**src/rtl/cmp_evt_pkg.sv**
```systemverilog
package cmp_evt_pkg;
   // spacing between per-channel field groups in both words
   localparam int FIELD_STRIDE = 4;
   // control word field groups
   localparam int CTL_AMP_LSB  = 0;
   localparam int CTL_BUF_LSB  = 1 * FIELD_STRIDE;
   localparam int CTL_IEN_LSB  = 2 * FIELD_STRIDE;
   localparam int CTL_WKE_LSB  = 3 * FIELD_STRIDE;
   // status word field groups
   localparam int ST_DOUT_LSB  = 0;
   localparam int ST_IFL_LSB   = 1 * FIELD_STRIDE;
   localparam int ST_WFL_LSB   = 2 * FIELD_STRIDE;
   localparam int MIN_DATA_W   = 4 * FIELD_STRIDE;

   typedef enum logic [1:0] {
      SEL_NONE = 2'd0,
      SEL_CTRL = 2'd1,
      SEL_STAT = 2'd2
   } reg_sel_e;
endpackage

```
**src/rtl/cmp_evt_sync.sv**
```systemverilog
module cmp_evt_sync #(
   parameter int W      = 3,
   parameter int STAGES = 2
) (
   input  logic         clk,
   input  logic         rst_n,
   input  logic [W-1:0] d,
   output logic [W-1:0] q
);
   generate
      if (STAGES < 2) begin : g_bad_depth
         $error("cmp_evt_sync: STAGES must be at least 2");
      end
      if (W < 1) begin : g_bad_width
         $error("cmp_evt_sync: W must be at least 1");
      end
   endgenerate

   logic [W-1:0] chain_q [STAGES];

   always_ff @(posedge clk or negedge rst_n) begin
      if (!rst_n) begin
         for (int k = 0; k < STAGES; k++) chain_q[k] <= '0;
      end else begin
         chain_q[0] <= d;
         for (int k = 1; k < STAGES; k++) chain_q[k] <= chain_q[k-1];
      end
   end

   assign q = chain_q[STAGES-1];
endmodule

```
**src/rtl/cmp_evt_chan.sv**
```systemverilog
module cmp_evt_chan (
   input  logic clk,
   input  logic rst_n,
   input  logic sync_in,
   input  logic buf_en,
   input  logic wke,
   input  logic pd,
   input  logic ifl_clr,
   input  logic wfl_clr,
   output logic dout,
   output logic ifl,
   output logic wfl
);
   logic prev_q, en_q, ifl_q, wfl_q;
   logic edge_hit, ifl_set, wfl_set;

   // status value is forced low while the buffer is off
   assign dout     = sync_in & buf_en;
   // an edge counts only if the buffer was on in both compared cycles
   assign edge_hit = buf_en & en_q & (dout ^ prev_q);
   assign ifl_set  = edge_hit & (~pd | wke);
   assign wfl_set  = edge_hit & pd & wke;

   always_ff @(posedge clk or negedge rst_n) begin
      if (!rst_n) begin
         prev_q <= 1'b0;
         en_q   <= 1'b0;
         ifl_q  <= 1'b0;
         wfl_q  <= 1'b0;
      end else begin
         prev_q <= dout;
         en_q   <= buf_en;
         // hardware set has priority over the software clear
         ifl_q  <= ifl_set | (ifl_q & ~ifl_clr);
         wfl_q  <= wfl_set | (wfl_q & ~wfl_clr);
      end
   end

   assign ifl = ifl_q;
   assign wfl = wfl_q;

   assert_enable_no_event_R3: assert property (@(posedge clk) disable iff (!rst_n)
      ($rose(buf_en) && !ifl_q && !wfl_q) |=> (!ifl_q && !wfl_q));
   assert_pd_needs_wke_R5: assert property (@(posedge clk) disable iff (!rst_n)
      (!$past(ifl_q) && ifl_q) |-> (!$past(pd) || $past(wke)));
   assert_wake_only_pd_R6: assert property (@(posedge clk) disable iff (!rst_n)
      (!$past(wfl_q) && wfl_q) |-> ($past(pd) && $past(wke)));
   assert_set_wins_R10: assert property (@(posedge clk) disable iff (!rst_n)
      ifl_set |=> ifl_q);
   assert_w1c_clears_R9: assert property (@(posedge clk) disable iff (!rst_n)
      (ifl_clr && !ifl_set) |=> !ifl_q);
endmodule

```
**src/rtl/cmp_evt_regs.sv**
```systemverilog
module cmp_evt_regs
   import cmp_evt_pkg::*;
#(
   parameter int          NUM_CH   = 3,
   parameter int          ADDR_W   = 8,
   parameter int          DATA_W   = 32,
   parameter logic [7:0]  CTRL_OFS = 8'h00,
   parameter logic [7:0]  STAT_OFS = 8'h04
) (
   input  logic              clk,
   input  logic              rst_n,
   input  logic              psel,
   input  logic              penable,
   input  logic              pwrite,
   input  logic [ADDR_W-1:0] paddr,
   input  logic [DATA_W-1:0] pwdata,
   output logic [DATA_W-1:0] prdata,
   input  logic [NUM_CH-1:0] st_dout,
   input  logic [NUM_CH-1:0] st_ifl,
   input  logic [NUM_CH-1:0] st_wfl,
   output logic [NUM_CH-1:0] amp_en,
   output logic [NUM_CH-1:0] buf_en,
   output logic [NUM_CH-1:0] ien,
   output logic [NUM_CH-1:0] wke,
   output logic [NUM_CH-1:0] ifl_clr,
   output logic [NUM_CH-1:0] wfl_clr
);
   generate
      if (NUM_CH < 1 || NUM_CH > FIELD_STRIDE) begin : g_bad_ch
         $error("cmp_evt_regs: NUM_CH must lie in 1..FIELD_STRIDE");
      end
      if (DATA_W < MIN_DATA_W) begin : g_bad_data
         $error("cmp_evt_regs: DATA_W too narrow for the field groups");
      end
      if (ADDR_W > 8 || ADDR_W < 3) begin : g_bad_addr
         $error("cmp_evt_regs: ADDR_W must lie in 3..8");
      end
   endgenerate

   localparam logic [ADDR_W-1:0] CTRL_A = CTRL_OFS[ADDR_W-1:0];
   localparam logic [ADDR_W-1:0] STAT_A = STAT_OFS[ADDR_W-1:0];

   reg_sel_e sel;
   logic     wr_commit;
   logic [NUM_CH-1:0] amp_q, buf_q, ien_q, wke_q;
   logic     unused_wdata;

   always_comb begin
      if (paddr == CTRL_A)      sel = SEL_CTRL;
      else if (paddr == STAT_A) sel = SEL_STAT;
      else                      sel = SEL_NONE;
   end

   assign wr_commit = psel & penable & pwrite;

   always_ff @(posedge clk or negedge rst_n) begin
      if (!rst_n) begin
         amp_q <= '0;
         buf_q <= '0;
         ien_q <= '0;
         wke_q <= '0;
      end else if (wr_commit && sel == SEL_CTRL) begin
         amp_q <= pwdata[CTL_AMP_LSB +: NUM_CH];
         buf_q <= pwdata[CTL_BUF_LSB +: NUM_CH];
         ien_q <= pwdata[CTL_IEN_LSB +: NUM_CH];
         wke_q <= pwdata[CTL_WKE_LSB +: NUM_CH];
      end
   end

   assign ifl_clr = (wr_commit && sel == SEL_STAT) ? pwdata[ST_IFL_LSB +: NUM_CH] : '0;
   assign wfl_clr = (wr_commit && sel == SEL_STAT) ? pwdata[ST_WFL_LSB +: NUM_CH] : '0;

   always_comb begin
      prdata = '0;
      if (psel && sel == SEL_CTRL) begin
         prdata[CTL_AMP_LSB +: NUM_CH] = amp_q;
         prdata[CTL_BUF_LSB +: NUM_CH] = buf_q;
         prdata[CTL_IEN_LSB +: NUM_CH] = ien_q;
         prdata[CTL_WKE_LSB +: NUM_CH] = wke_q;
      end else if (psel && sel == SEL_STAT) begin
         prdata[ST_DOUT_LSB +: NUM_CH] = st_dout;
         prdata[ST_IFL_LSB  +: NUM_CH] = st_ifl;
         prdata[ST_WFL_LSB  +: NUM_CH] = st_wfl;
      end
   end

   assign unused_wdata = ^pwdata;
   assign amp_en = amp_q;
   assign buf_en = buf_q;
   assign ien    = ien_q;
   assign wke    = wke_q;

   assert_ctrl_hold_R1: assert property (@(posedge clk) disable iff (!rst_n)
      !(wr_commit && sel == SEL_CTRL) |=> $stable(ien_q) && $stable(wke_q));
endmodule

```
**src/rtl/cmp_evt_wake_ctrl.sv**
```systemverilog
module cmp_evt_wake_ctrl #(
   parameter int         NUM_CH      = 3,
   parameter int         SYNC_STAGES = 2,
   parameter int         ADDR_W      = 8,
   parameter int         DATA_W      = 32,
   parameter logic [7:0] CTRL_OFS    = 8'h00,
   parameter logic [7:0] STAT_OFS    = 8'h04
) (
   input  logic              pclk,
   input  logic              presetn,
   input  logic              psel,
   input  logic              penable,
   input  logic              pwrite,
   input  logic [ADDR_W-1:0] paddr,
   input  logic [DATA_W-1:0] pwdata,
   output logic [DATA_W-1:0] prdata,
   input  logic [NUM_CH-1:0] buf_dout_raw,
   input  logic              chip_pd,
   output logic [NUM_CH-1:0] amp_en,
   output logic              irq,
   output logic              wake_req
);
   logic [NUM_CH-1:0] sync_v, dout_v, ifl_v, wfl_v;
   logic [NUM_CH-1:0] buf_en, ien, wke, ifl_clr, wfl_clr;

   cmp_evt_sync #(.W(NUM_CH), .STAGES(SYNC_STAGES)) u_sync (
      .clk  (pclk),
      .rst_n(presetn),
      .d    (buf_dout_raw),
      .q    (sync_v)
   );

   cmp_evt_regs #(
      .NUM_CH(NUM_CH), .ADDR_W(ADDR_W), .DATA_W(DATA_W),
      .CTRL_OFS(CTRL_OFS), .STAT_OFS(STAT_OFS)
   ) u_regs (
      .clk    (pclk),
      .rst_n  (presetn),
      .psel   (psel),
      .penable(penable),
      .pwrite (pwrite),
      .paddr  (paddr),
      .pwdata (pwdata),
      .prdata (prdata),
      .st_dout(dout_v),
      .st_ifl (ifl_v),
      .st_wfl (wfl_v),
      .amp_en (amp_en),
      .buf_en (buf_en),
      .ien    (ien),
      .wke    (wke),
      .ifl_clr(ifl_clr),
      .wfl_clr(wfl_clr)
   );

   generate
      for (genvar c = 0; c < NUM_CH; c++) begin : g_ch
         cmp_evt_chan u_chan (
            .clk    (pclk),
            .rst_n  (presetn),
            .sync_in(sync_v[c]),
            .buf_en (buf_en[c]),
            .wke    (wke[c]),
            .pd     (chip_pd),
            .ifl_clr(ifl_clr[c]),
            .wfl_clr(wfl_clr[c]),
            .dout   (dout_v[c]),
            .ifl    (ifl_v[c]),
            .wfl    (wfl_v[c])
         );
      end
   endgenerate

   assign irq      = |(ifl_v & ien);
   assign wake_req = |wfl_v;

   assert_irq_needs_enable_R7: assert property (@(posedge pclk) disable iff (!presetn)
      irq |-> (ien != '0));
   assert_wake_from_pd_R8: assert property (@(posedge pclk) disable iff (!presetn)
      $rose(wake_req) |-> $past(chip_pd));
   assert_status_off_R2: assert property (@(posedge pclk) disable iff (!presetn)
      (buf_en == '0) |-> (dout_v == '0));
endmodule

```
**config.mk**
```make
export PLATFORM = sky130hd
export DESIGN_NAME = cmp_evt_wake_ctrl
export DESIGN_NICKNAME = d
export VERILOG_FILES = /design/src/rtl/cmp_evt_pkg.sv /design/src/rtl/cmp_evt_sync.sv /design/src/rtl/cmp_evt_chan.sv /design/src/rtl/cmp_evt_regs.sv /design/src/rtl/cmp_evt_wake_ctrl.sv
export SDC_FILE = /design/constraint.sdc
export NUM_CORES = 1
export LEC_CHECK = 0
export CAP_MARGIN = 20
export CORE_MARGIN = 2
export CORE_UTILIZATION = 41
export CTS_CLUSTER_SIZE = 40
export DETAILED_ROUTE_END_ITERATION = 8
export DONT_BUFFER_PORTS = 1
export GPL_TIMING_DRIVEN = 0
export PLACE_DENSITY = 0.6
export SLEW_MARGIN = 20
export SYNTH_ARGS = -nofsm -noshare
export SYNTH_HDL_FRONTEND = slang
export SYNTH_SLANG_ARGS = --single-unit
```
**constraint.sdc**
```tcl
create_clock -name pclk -period 1.82 [get_ports pclk]
set_clock_uncertainty 0.1 [all_clocks]
set_input_delay 0.182 -clock pclk [delete_from_list [all_inputs] [get_ports pclk]]
set_output_delay 0.182 -clock pclk [all_outputs]
set_load 0.005 [all_outputs]
```
==> results.rst, run 1 <==
.. list-table::
   :header-rows: 1

   * - Metric
     - Value
   * - Run status
     - completed
   * - Total placed cells including tap cells
     - 194
   * - Relative contribution of the clock network to total power
     - 0.370
   * - Setup repair after global routing missed its margin
     - false
   * - Initial drt markers
     - 5
   * - Num CTS Buffers
     - 5
   * - Post_cts resized
     - 0
   * - Sequential fraction of design power
     - 0.530
   * - Floorplan die height
     - 65.4 µm
   * - Leading cell types in the layout, fill and taps excluded
     - sky130_fd_sc_hd__dfrtp_1 (30), sky130_fd_sc_hd__buf_4 (20), sky130_fd_sc_hd__conb_1 (20)
   * - Crit-path max FO
     - 10
   * - Total die area
     - 4280 µm²
   * - Most common cell after layout, fill and taps aside
     - sky130_fd_sc_hd__dfrtp_1
   * - Total iterations of the first detailed-routing run
     - 4
   * - Gate power share
     - 0.099
   * - Filler cell count
     - 335
   * - Die boundary width
     - 65.4 µm
   * - # DRC
     - 0
   * - Proportion of netlist area held by the largest area contributor
     - 0.485
   * - Post-Syn Area
     - 1550 µm²
   * - Most area-consuming cells after synthesis
     - sky130_fd_sc_hd__dfrtp_1 (49%), sky130_fd_sc_hd__buf_4 (9.7%), sky130_fd_sc_hd__mux2_4 (9.7%)
   * - Number of distinct standard cells referenced by the synthesized netlist
     - 30
   * - Share of the yosys chip area belonging to registers
     - 0.485
   * - Cell area after placement
     - 1680 µm²
   * - Source-to-sink clock delay at the later pin of the worst-skew pair
     - 270 ps
   * - Diodes inserted
     - 0
   * - Pin count of the biggest net entering global routing
     - 31
   * - TritonCTS sink count
     - 30
   * - Top-level I/O count
     - 86
   * - Number of hold violations in the final report
     - 0
   * - GRT Resource Usage Total
     - 0.159
   * - Worst min-delay path category
     - in2reg
   * - Total non-filler cell area in the finished layout
     - 1950 µm²
   * - Transition time at the pin with the least slew margin
     - 672 ps
   * - Synthesis-stage register bit count
     - 30
   * - Count of antenna-violating nets left after detailed routing
     - 0
   * - Net count of the finished layout
     - 220
   * - Required time reported for the critical path endpoint
     - 1540 ps
   * - Std-Cell Core Area
     - 3630 µm²
   * - Number of setup buffers added after CTS
     - 0
   * - H-tree level count
     - 2
   * - Final period demand of the worst path
     - 1630 ps
   * - Vias in the first global route
     - 1028
   * - GRT overflow
     - 0
   * - Wire length of the first global-routing pass
     - 5080 µm
   * - Via count
     - 1014
   * - HPWL after DPL
     - 2310 µm
   * - Fraction of final layout cells sized beyond drive strength 1
     - 0.246
   * - Final setup violating endpoints
     - 0
   * - Vias per inst
     - 4.63
   * - Total negative setup slack
     - 0 ps
   * - Pins over their slew limit
     - 0
   * - Highest attainable clock frequency
     - 612 MHz
   * - Final cell count without fillers
     - 219
   * - Element type at the critical path end
     - output port
   * - Largest vdd supply drop
     - 0.509 mV
   * - Switching power share of the total
     - 0.212
   * - Clock input transition at the sequential cells of the worst setup and hold paths
     - 60 ps
   * - Placement-stage worst setup slack
     - 191 ps
   * - Pwr dens
     - 666 nW/µm²
   * - Arrival @ worst endpoint
     - 1350 ps
   * - Antenna violations before repair
     - 0
   * - Part of the cycle the worst path needs
     - 0.898
   * - Syn-to-layout area delta
     - 25.7%
   * - Final estimated routing congestion in global placement
     - 0.723
   * - Maximum root-to-sink buffer count
     - 2
   * - Crit path setup slack, layout
     - 185 ps
   * - Rel. slew slack
     - 0.552
   * - Internal portion of total power
     - 1.02 mW
   * - Average detailed-routed wire length per instance
     - 14.0 µm
   * - Number of placement rows
     - 22
   * - Startpoint-to-endpoint class of the critical path
     - in2out
   * - Static leakage
     - 0.947 nW
   * - Mean Syn Cell Area
     - 12.2 µm²
   * - Number of buffers added on ports
     - 0
   * - Crit start category
     - primary input
   * - Mapped Cells
     - 127
   * - Initial core utilization
     - 0.426
   * - Max-cap violation count
     - 0
   * - Cell accounting for the most synthesized area
     - sky130_fd_sc_hd__dfrtp_1
   * - Root buf cell
     - sky130_fd_sc_hd__clkbuf_8
   * - CTS tree
     - done
   * - Switching power
     - 0.275 mW
   * - Worst hold-check slack
     - 15.7 ps
   * - Drt total wl
     - 3070 µm
   * - Yosys Warn Count
     - 0
[what timing repair did]
action	4_1_cts	5_1_grt
hold buffers	18	0
hold endpoints to repair	46	0
setup endpoints to repair	0	0
[metal layers]
metal,share of wire,track usage,up-vias
li1,-,-,485
met1,0.41,0.194,487
met2,0.50,0.267,42
met3,0.081,0.0514,0
met4,0,0.0521,0
met5,0,0,-
[Yosys cell counts, drive strengths merged]
cell type   n
nand2       5
nand3       1
nor2b       2
nand2b      1
nor3b       3
or3         1
clkbuf      1
a222oi      1
a32o        1
mux2i       9
and4b       1
nor2        9
nor4        1
a21o        4
a22o        1
o32ai       4
conb        1
nor4b       1
xnor2       2
and2        4
buf        22
nand4       2
mux2       12
and3        2
xor2        1
inv         5
dfrtp      30
[worst max-delay path, cell delays in order]
cell	delay (ps)
sky130_fd_sc_hd__nor4b_4	360
sky130_fd_sc_hd__nand2_1	150
sky130_fd_sc_hd__clkbuf_1	280
sky130_fd_sc_hd__nor3b_1	370
[cells by family after synthesis]
| group | Yosys count | synth area share |
|---|---|---|
| compound gates | 11 | 0.0606 |
| flops | 30 | 0.485 |
| buf+inv | 28 | 0.127 |
| simple gates | 33 | 0.138 |
| xor+xnor | 3 | 0.0170 |
| other cells | 1 | 0.00242 |
| mux | 21 | 0.170 |
[path summary, 6_finish.rpt]
path / start / endpoint / slack [ps] / cells after the start
setup / recovery: paddr[7] / prdata[13] / 190 / 4
hold / removal: pwdata[8] / g_ch[0].u_chan.wfl$_DFF_PN0_ / 20 / 2
setup reg to reg: g_ch[0].u_chan.prev_q$_DFF_PN0_ / g_ch[0].u_chan.wfl$_DFF_PN0_ / 640 / 3
hold reg to reg: u_sync.chain_q[5]$_DFF_PN0_ / u_sync.q[2]$_DFF_PN0_ / 250 / 0
max in group asynchronous: presetn / g_ch[2].u_chan.prev_q$_DFF_PN0_ / 1170 / 2
min in group asynchronous: presetn / u_regs.ien[2]$_DFFE_PN0P_ / 290 / 2
[power groups by stage]
stage | Combinational [mW] | Sequential, mW | Clock [mW]
2_1_floorplan | 0.0748 | 0.697 | 0
3_3_place_gp | 0.0792 | 0.699 | 0
3_5_place_dp | 0.0797 | 0.699 | 0
4_1_cts | 0.128 | 0.687 | 0.498
5_1_grt | 0.143 | 0.688 | 0.522
6_report | 0.129 | 0.687 | 0.479
[final cells by class]
| cell class | count | area, µm² | area share |
|---|---|---|---|
| plain buffers | 23 | 178 | 0.0913 |
| clock buffers | 7 | 76.3 | 0.0392 |
| inverters | 5 | 18.8 | 0.00965 |
| multi-input cells | 88 | 672 | 0.345 |
| flip-flops and latches | 30 | 751 | 0.386 |
| well taps | 48 | 60.1 | 0.0309 |
| repair buffers | 18 | 190 | 0.0977 |
[per-stage QoR]
step / power (mW) / utilization
final: 1.30 / 0.535
after global routing: 1.35 / 0.535
after CTS: 1.31 / 0.535
after detailed placement: 0.779 / 0.462
after global placement: 0.778 / 0.462
after floorplan: 0.772 / -
Note: power is estimated with default switching activity, not from simulation.
==> inputs of run 2 (changes only) <==
CORE_UTILIZATION = 66   (was 41)
PLACE_DENSITY = 0.87   (was 0.6)
==> results.rst, run 2 (synthesis gave the netlist of run 1 again) <==
.. list-table::
   :header-rows: 1

   * - Metric
     - Value
   * - Max-cap violation count
     - 0
   * - Final cell count without fillers
     - 200
   * - Worst path bufs/invs
     - 1
   * - Setup repair after global routing missed its margin
     - false
   * - Root buf cell
     - sky130_fd_sc_hd__clkbuf_4
   * - Rel. slew slack
     - 0.527
   * - Total iterations of the first detailed-routing run
     - 4
   * - TritonCTS sink count
     - 30
   * - Transition time at the pin with the least slew margin
     - 709 ps
   * - CP cell instances
     - nor4b_4, nand2_1, clkbuf_1, nor3b_1
   * - Average detailed-routed wire length per instance
     - 17.3 µm
   * - GRT overflow
     - 0
   * - Required time reported for the critical path endpoint
     - 1540 ps
   * - Total placed cells including tap cells
     - 174
   * - Pwr dens
     - 647 nW/µm²
   * - HPWL after DPL
     - 2070 µm
   * - Clock input transition at the sequential cells of the worst setup and hold paths
     - 90 ps
   * - Number of placement rows
     - 17
   * - Slowest-stage cell, CP
     - sky130_fd_sc_hd__nor4b_4
   * - Count of antenna-violating nets left after detailed routing
     - 0
   * - Sequential fraction of design power
     - 0.557
   * - Number of buffers added on ports
     - 0
   * - Diodes inserted
     - 0
   * - Total non-filler cell area in the finished layout
     - 1900 µm²
   * - Syn-to-layout area delta
     - 23.0%
   * - Leading cell types in the layout, fill and taps excluded
     - sky130_fd_sc_hd__dfrtp_1 (30), sky130_fd_sc_hd__buf_4 (20), sky130_fd_sc_hd__conb_1 (20)
   * - Static leakage
     - 0.944 nW
   * - Relative contribution of the clock network to total power
     - 0.334
   * - CTS tree
     - done
   * - Pin count of the biggest net entering global routing
     - 31
   * - Maximum root-to-sink buffer count
     - 2
   * - Final estimated routing congestion in global placement
     - 0.801
   * - Element type at the critical path end
     - output port
   * - Source-to-sink clock delay at the later pin of the worst-skew pair
     - 320 ps
   * - Top-level I/O count
     - 86
   * - Largest vdd supply drop
     - 0.813 mV
   * - Post_cts resized
     - 0
   * - H-tree level count
     - 2
   * - Switching power
     - 0.287 mW
   * - Final design utilization
     - 0.861
   * - Drt total wl
     - 3460 µm
   * - Crit-path max FO
     - 10
   * - Net count of the finished layout
     - 220
   * - Cell area after placement
     - 1650 µm²
   * - Die boundary width
     - 52.4 µm
   * - Startpoint-to-endpoint class of the critical path
     - in2out
   * - Vias per inst
     - 5.47
   * - CP top delay family
     - simple AND/OR/NAND/NOR gates
   * - Internal portion of total power
     - 0.944 mW
   * - Gate power share
     - 0.108
   * - Part of the cycle the worst path needs
     - 0.919
   * - Pwr Total
     - 1.23 mW
   * - Antenna violations before repair
     - 0
   * - Wire length of the first global-routing pass
     - 5370 µm
   * - GRT Resource Usage Total
     - 0.297
   * - Highest attainable clock frequency
     - 598 MHz
   * - Final setup violating endpoints
     - 0
   * - Vias in the first global route
     - 1079
   * - Initial core utilization
     - 0.700
   * - Number of hold violations in the final report
     - 0
   * - Initial drt markers
     - 21
   * - Arrival @ worst endpoint
     - 1390 ps
   * - Crit start category
     - primary input
   * - Std-Cell Core Area
     - 2210 µm²
   * - Most common cell after layout, fill and taps aside
     - sky130_fd_sc_hd__dfrtp_1
   * - Run status
     - completed
   * - Worst min-delay path category
     - in2reg
   * - Via count
     - 1094
   * - Num CTS Buffers
     - 5
   * - Fraction of final layout cells sized beyond drive strength 1
     - 0.256
   * - Pins over their slew limit
     - 0
   * - Switching power share of the total
     - 0.233
   * - Total negative setup slack
     - 0 ps
   * - Floorplan die height
     - 52.4 µm
   * - Final period demand of the worst path
     - 1670 ps
   * - # DRC
     - 0
   * - Delay of the slowest cell on the worst path
     - 390 ps
   * - Total die area
     - 2750 µm²
-- run 2: worst register-to-register path, cell delays in order (launching register included) --
cell and delay, ps:
sky130_fd_sc_hd__dfrtp_1 410, sky130_fd_sc_hd__xnor2_1 160, sky130_fd_sc_hd__o32ai_1 370, sky130_fd_sc_hd__a21o_1 140
-- run 2: area by class of cell --
| type | instances | area [µm²] |
|---|---|---|
| Buffer | 23 | 178 |
| Clock buffer | 7 | 55.1 |
| Clock inverter | 1 | 5.00 |
| Fill cell | 119 | 308 |
| Inverter | 5 | 18.8 |
| Multi-Input combinational cell | 88 | 672 |
| Sequential cell | 30 | 751 |
| Tap cell | 28 | 35.0 |
| Timing Repair Buffer | 18 | 190 |
-- run 2: final timing paths --
check / endpoint / cells after the start / start / slack, ps
max: prdata[13] / 4 / paddr[7] / 150
min: g_ch[0].u_chan.ifl$_DFF_PN0_ / 3 / paddr[0] / 20
max reg2reg: g_ch[2].u_chan.ifl$_DFF_PN0_ / 3 / u_sync.q[2]$_DFF_PN0_ / 590
min reg2reg: u_sync.q[2]$_DFF_PN0_ / 0 / u_sync.chain_q[5]$_DFF_PN0_ / 260
max in group asynchronous: g_ch[2].u_chan.en_q$_DFF_PN0_ / 2 / presetn / 1270
min in group asynchronous: g_ch[2].u_chan.ifl$_DFF_PN0_ / 2 / presetn / 190
-- run 2: power by group through the flow --
stage / logic, mW / registers, mW / clock network [mW]
floorplan: 0.0748 / 0.697 / 0
global placement: 0.0784 / 0.699 / 0
global route: 0.146 / 0.688 / 0.443
detailed placement: 0.0794 / 0.699 / 0
finish: 0.134 / 0.686 / 0.412
CTS: 0.129 / 0.686 / 0.410
-- run 2: stage by stage --
step           hold slack [ps]  setup WS, ps
2_1_floorplan             -214           344
3_3_place_gp              -213           242
3_5_place_dp              -213           191
4_1_cts                   5.83           183
5_1_grt                   24.6          48.9
6_report                  16.4           147
-- run 2: timing repair --
action                                 4_1_cts  5_1_grt
endpoints found under the hold margin       51        0
buffers inserted                             0        0
setup endpoints to repair                    0        0
hold buffers                                18        0
-- run 2: routing by layer --
layer | wire [µm] | track usage | vias up
met5 | 0 | 0 | -
met4 | 87 | 0.162 | 0
met3 | 305 | 0.0886 | 7
met2 | 1830 | 0.492 | 69
met1 | 1240 | 0.342 | 527
li1 | - | - | 491
==> inputs of run 3 (changes only) <==
REMOVE_ABC_BUFFERS = 1   (was unset)
==> results.rst, run 3 (synthesis gave the netlist of run 1 again) <==
.. list-table::
   :header-rows: 1

   * - Metric
     - Value
   * - Run status
     - completed
   * - Largest vdd supply drop
     - 0.609 mV
   * - Worst r2r dst
     - g_ch[0].u_chan.wfl$_DFF_PN0_
   * - Area of all sequential standard cells
     - 751 µm²
   * - Final setup violating endpoints
     - 0
   * - Filler cell count
     - 137
   * - Total iterations of the first detailed-routing run
     - 4
   * - Vias in the first global route
     - 973
   * - Gate power share
     - 0.080
   * - Number of buffers added on ports
     - 0
   * - Root buf cell
     - sky130_fd_sc_hd__clkbuf_4
   * - Element type at the critical path end
     - output port
   * - Syn-to-layout area delta
     - 11.6%
   * - Max-cap violation count
     - 0
   * - Relative contribution of the clock network to total power
     - 0.330
   * - Maximum root-to-sink buffer count
     - 2
   * - Number of hold violations in the final report
     - 0
   * - Crit start category
     - primary input
   * - Worst min-delay path category
     - in2reg
   * - Number of placement rows
     - 17
   * - Average detailed-routed wire length per instance
     - 16.2 µm
   * - R2r startpoint
     - g_ch[0].u_chan.prev_q$_DFF_PN0_
   * - CTS tree
     - done
   * - Count of antenna-violating nets left after detailed routing
     - 0
   * - Die boundary width
     - 52.4 µm
   * - Path depth of the worst reg2reg path
     - 3
   * - Worst hold-check slack
     - 24.3 ps
   * - Initial drt markers
     - 9
   * - Part of the cycle the worst path needs
     - 0.880
   * - Num CTS Buffers
     - 5
   * - Net count of the finished layout
     - 197
   * - Switching power share of the total
     - 0.212
   * - Floorplan die height
     - 52.4 µm
   * - Fraction of final layout cells sized beyond drive strength 1
     - 0.154
   * - Static leakage
     - 0.824 nW
   * - Pwr Total
     - 1.16 mW
   * - Source-to-sink clock delay at the later pin of the worst-skew pair
     - 300 ps
   * - Antenna violations before repair
     - 0
   * - R2R setup slack
     - 640 ps
   * - Sequential fraction of design power
     - 0.590
   * - H-tree level count
     - 2
   * - # DRC
     - 0
   * - Diodes inserted
     - 0
   * - Vias per inst
     - 5.57
   * - Pin count of the biggest net entering global routing
     - 31
   * - Endpoint of the worst hold-timing path
     - g_ch[0].u_chan.wfl$_DFF_PN0_
   * - Pwr dens
     - 674 nW/µm²
   * - Clock input transition at the sequential cells of the worst setup and hold paths
     - 80 ps
   * - Highest attainable clock frequency
     - 625 MHz
   * - Switching power
     - 0.246 mW
   * - Hold Startpoint
     - paddr[0]
   * - GRT Resource Usage Total
     - 0.236
   * - Most common cell after layout, fill and taps aside
     - sky130_fd_sc_hd__dfrtp_1
   * - HPWL after DPL
     - 1910 µm
   * - Arrival @ worst endpoint
     - 1320 ps
   * - Total negative setup slack
     - 0 ps
   * - Pins over their slew limit
     - 0
   * - Crit-path max FO
     - 12
   * - Wire length of the first global-routing pass
     - 4560 µm
   * - Number of cells on the worst hold path
     - 3
   * - Std-Cell Core Area
     - 2210 µm²
   * - Startpoint-to-endpoint class of the critical path
     - in2out
   * - Internal portion of total power
     - 0.917 mW
   * - Final period demand of the worst path
     - 1600 ps
   * - GRT overflow
     - 0
   * - Required time reported for the critical path endpoint
     - 1540 ps
   * - Top-level I/O count
     - 86
   * - Via count
     - 986
   * - Setup repair after global routing missed its margin
     - false
   * - Initial core utilization
     - 0.700
   * - Total die area
     - 2750 µm²
   * - Number of setup buffers added after CTS
     - 0
   * - Multi-input gate area
     - 672 µm²
   * - TritonCTS sink count
     - 30
   * - Leading cell types in the layout, fill and taps excluded
     - sky130_fd_sc_hd__dfrtp_1 (30), sky130_fd_sc_hd__conb_1 (20), sky130_fd_sc_hd__dlygate4sd3_1 (17)
   * - Final estimated routing congestion in global placement
     - 0.744
   * - Drt total wl
     - 2870 µm
## run 3: changes by cell type in the layout (fill, tap and decap cells not counted), sizes merged
cell / delta
buf: -22
clkbuf: -1
## run 3: routing by layer
metal,global-route usage,routed length (µm),vias to the layer above
met5,0,0,-
met4,0.0684,18,0
met3,0.0629,238,4
met2,0.417,1510,62
met1,0.280,1100,476
li1,-,-,444
## run 3: cell type report
class,instances,share of cell area
multi-input cells,88,0.389
flip-flops and latches,30,0.435
inverters,5,0.0109
repair buffers,18,0.110
clock buffers,7,0.0319
clock inverters,1,0.00290
well taps,28,0.0203
## run 3: power by group through the flow
| stage | clock network [mW] | logic (mW) | registers (mW) |
|---|---|---|---|
| after floorplan | 0 | 0.0395 | 0.697 |
| after global placement | 0 | 0.0417 | 0.698 |
| after detailed placement | 0 | 0.0425 | 0.700 |
| after CTS | 0.400 | 0.0917 | 0.686 |
| after global routing | 0.433 | 0.104 | 0.687 |
| final | 0.384 | 0.0927 | 0.686 |
## run 3: worst max-delay path by stage
stage                     startpoint                         to  slack, ps  depth (start not counted)
final                       paddr[5]                 prdata[13]        220                          3
after CTS                   paddr[5]                 prdata[13]        230                          3
after floorplan             paddr[7]  u_regs.wke[0]$_DFFE_PN0P_        310                          3
after detailed placement    paddr[5]  u_regs.wke[0]$_DFFE_PN0P_        200                          3
after global routing        paddr[7]                 prdata[13]        140                          3
after global placement      paddr[7]  u_regs.wke[1]$_DFFE_PN0P_        210                          3
## run 3: worst max-delay path, cell delays in order
cell,delay [ps]
sky130_fd_sc_hd__nor4_4,360
sky130_fd_sc_hd__nand2_1,370
sky130_fd_sc_hd__nor3b_1,410
## run 3: what timing repair did
item                                   4_1_cts  5_1_grt
hold buffers                                18        0
resized for setup                            0        0
endpoints found under the hold margin       49        0
## run 3: per-stage QoR
stage / std cells / util / setup slack (ps) / instance area, µm²
finish: 177 / 0.781 / 219 / 1730
global placement: 151 / 0.667 / 210 / 1480
detailed placement: 151 / 0.667 / 196 / 1480
CTS: 177 / 0.781 / 235 / 1730
global route: 177 / 0.781 / 136 / 1730
floorplan: 123 / - / 311 / 1440
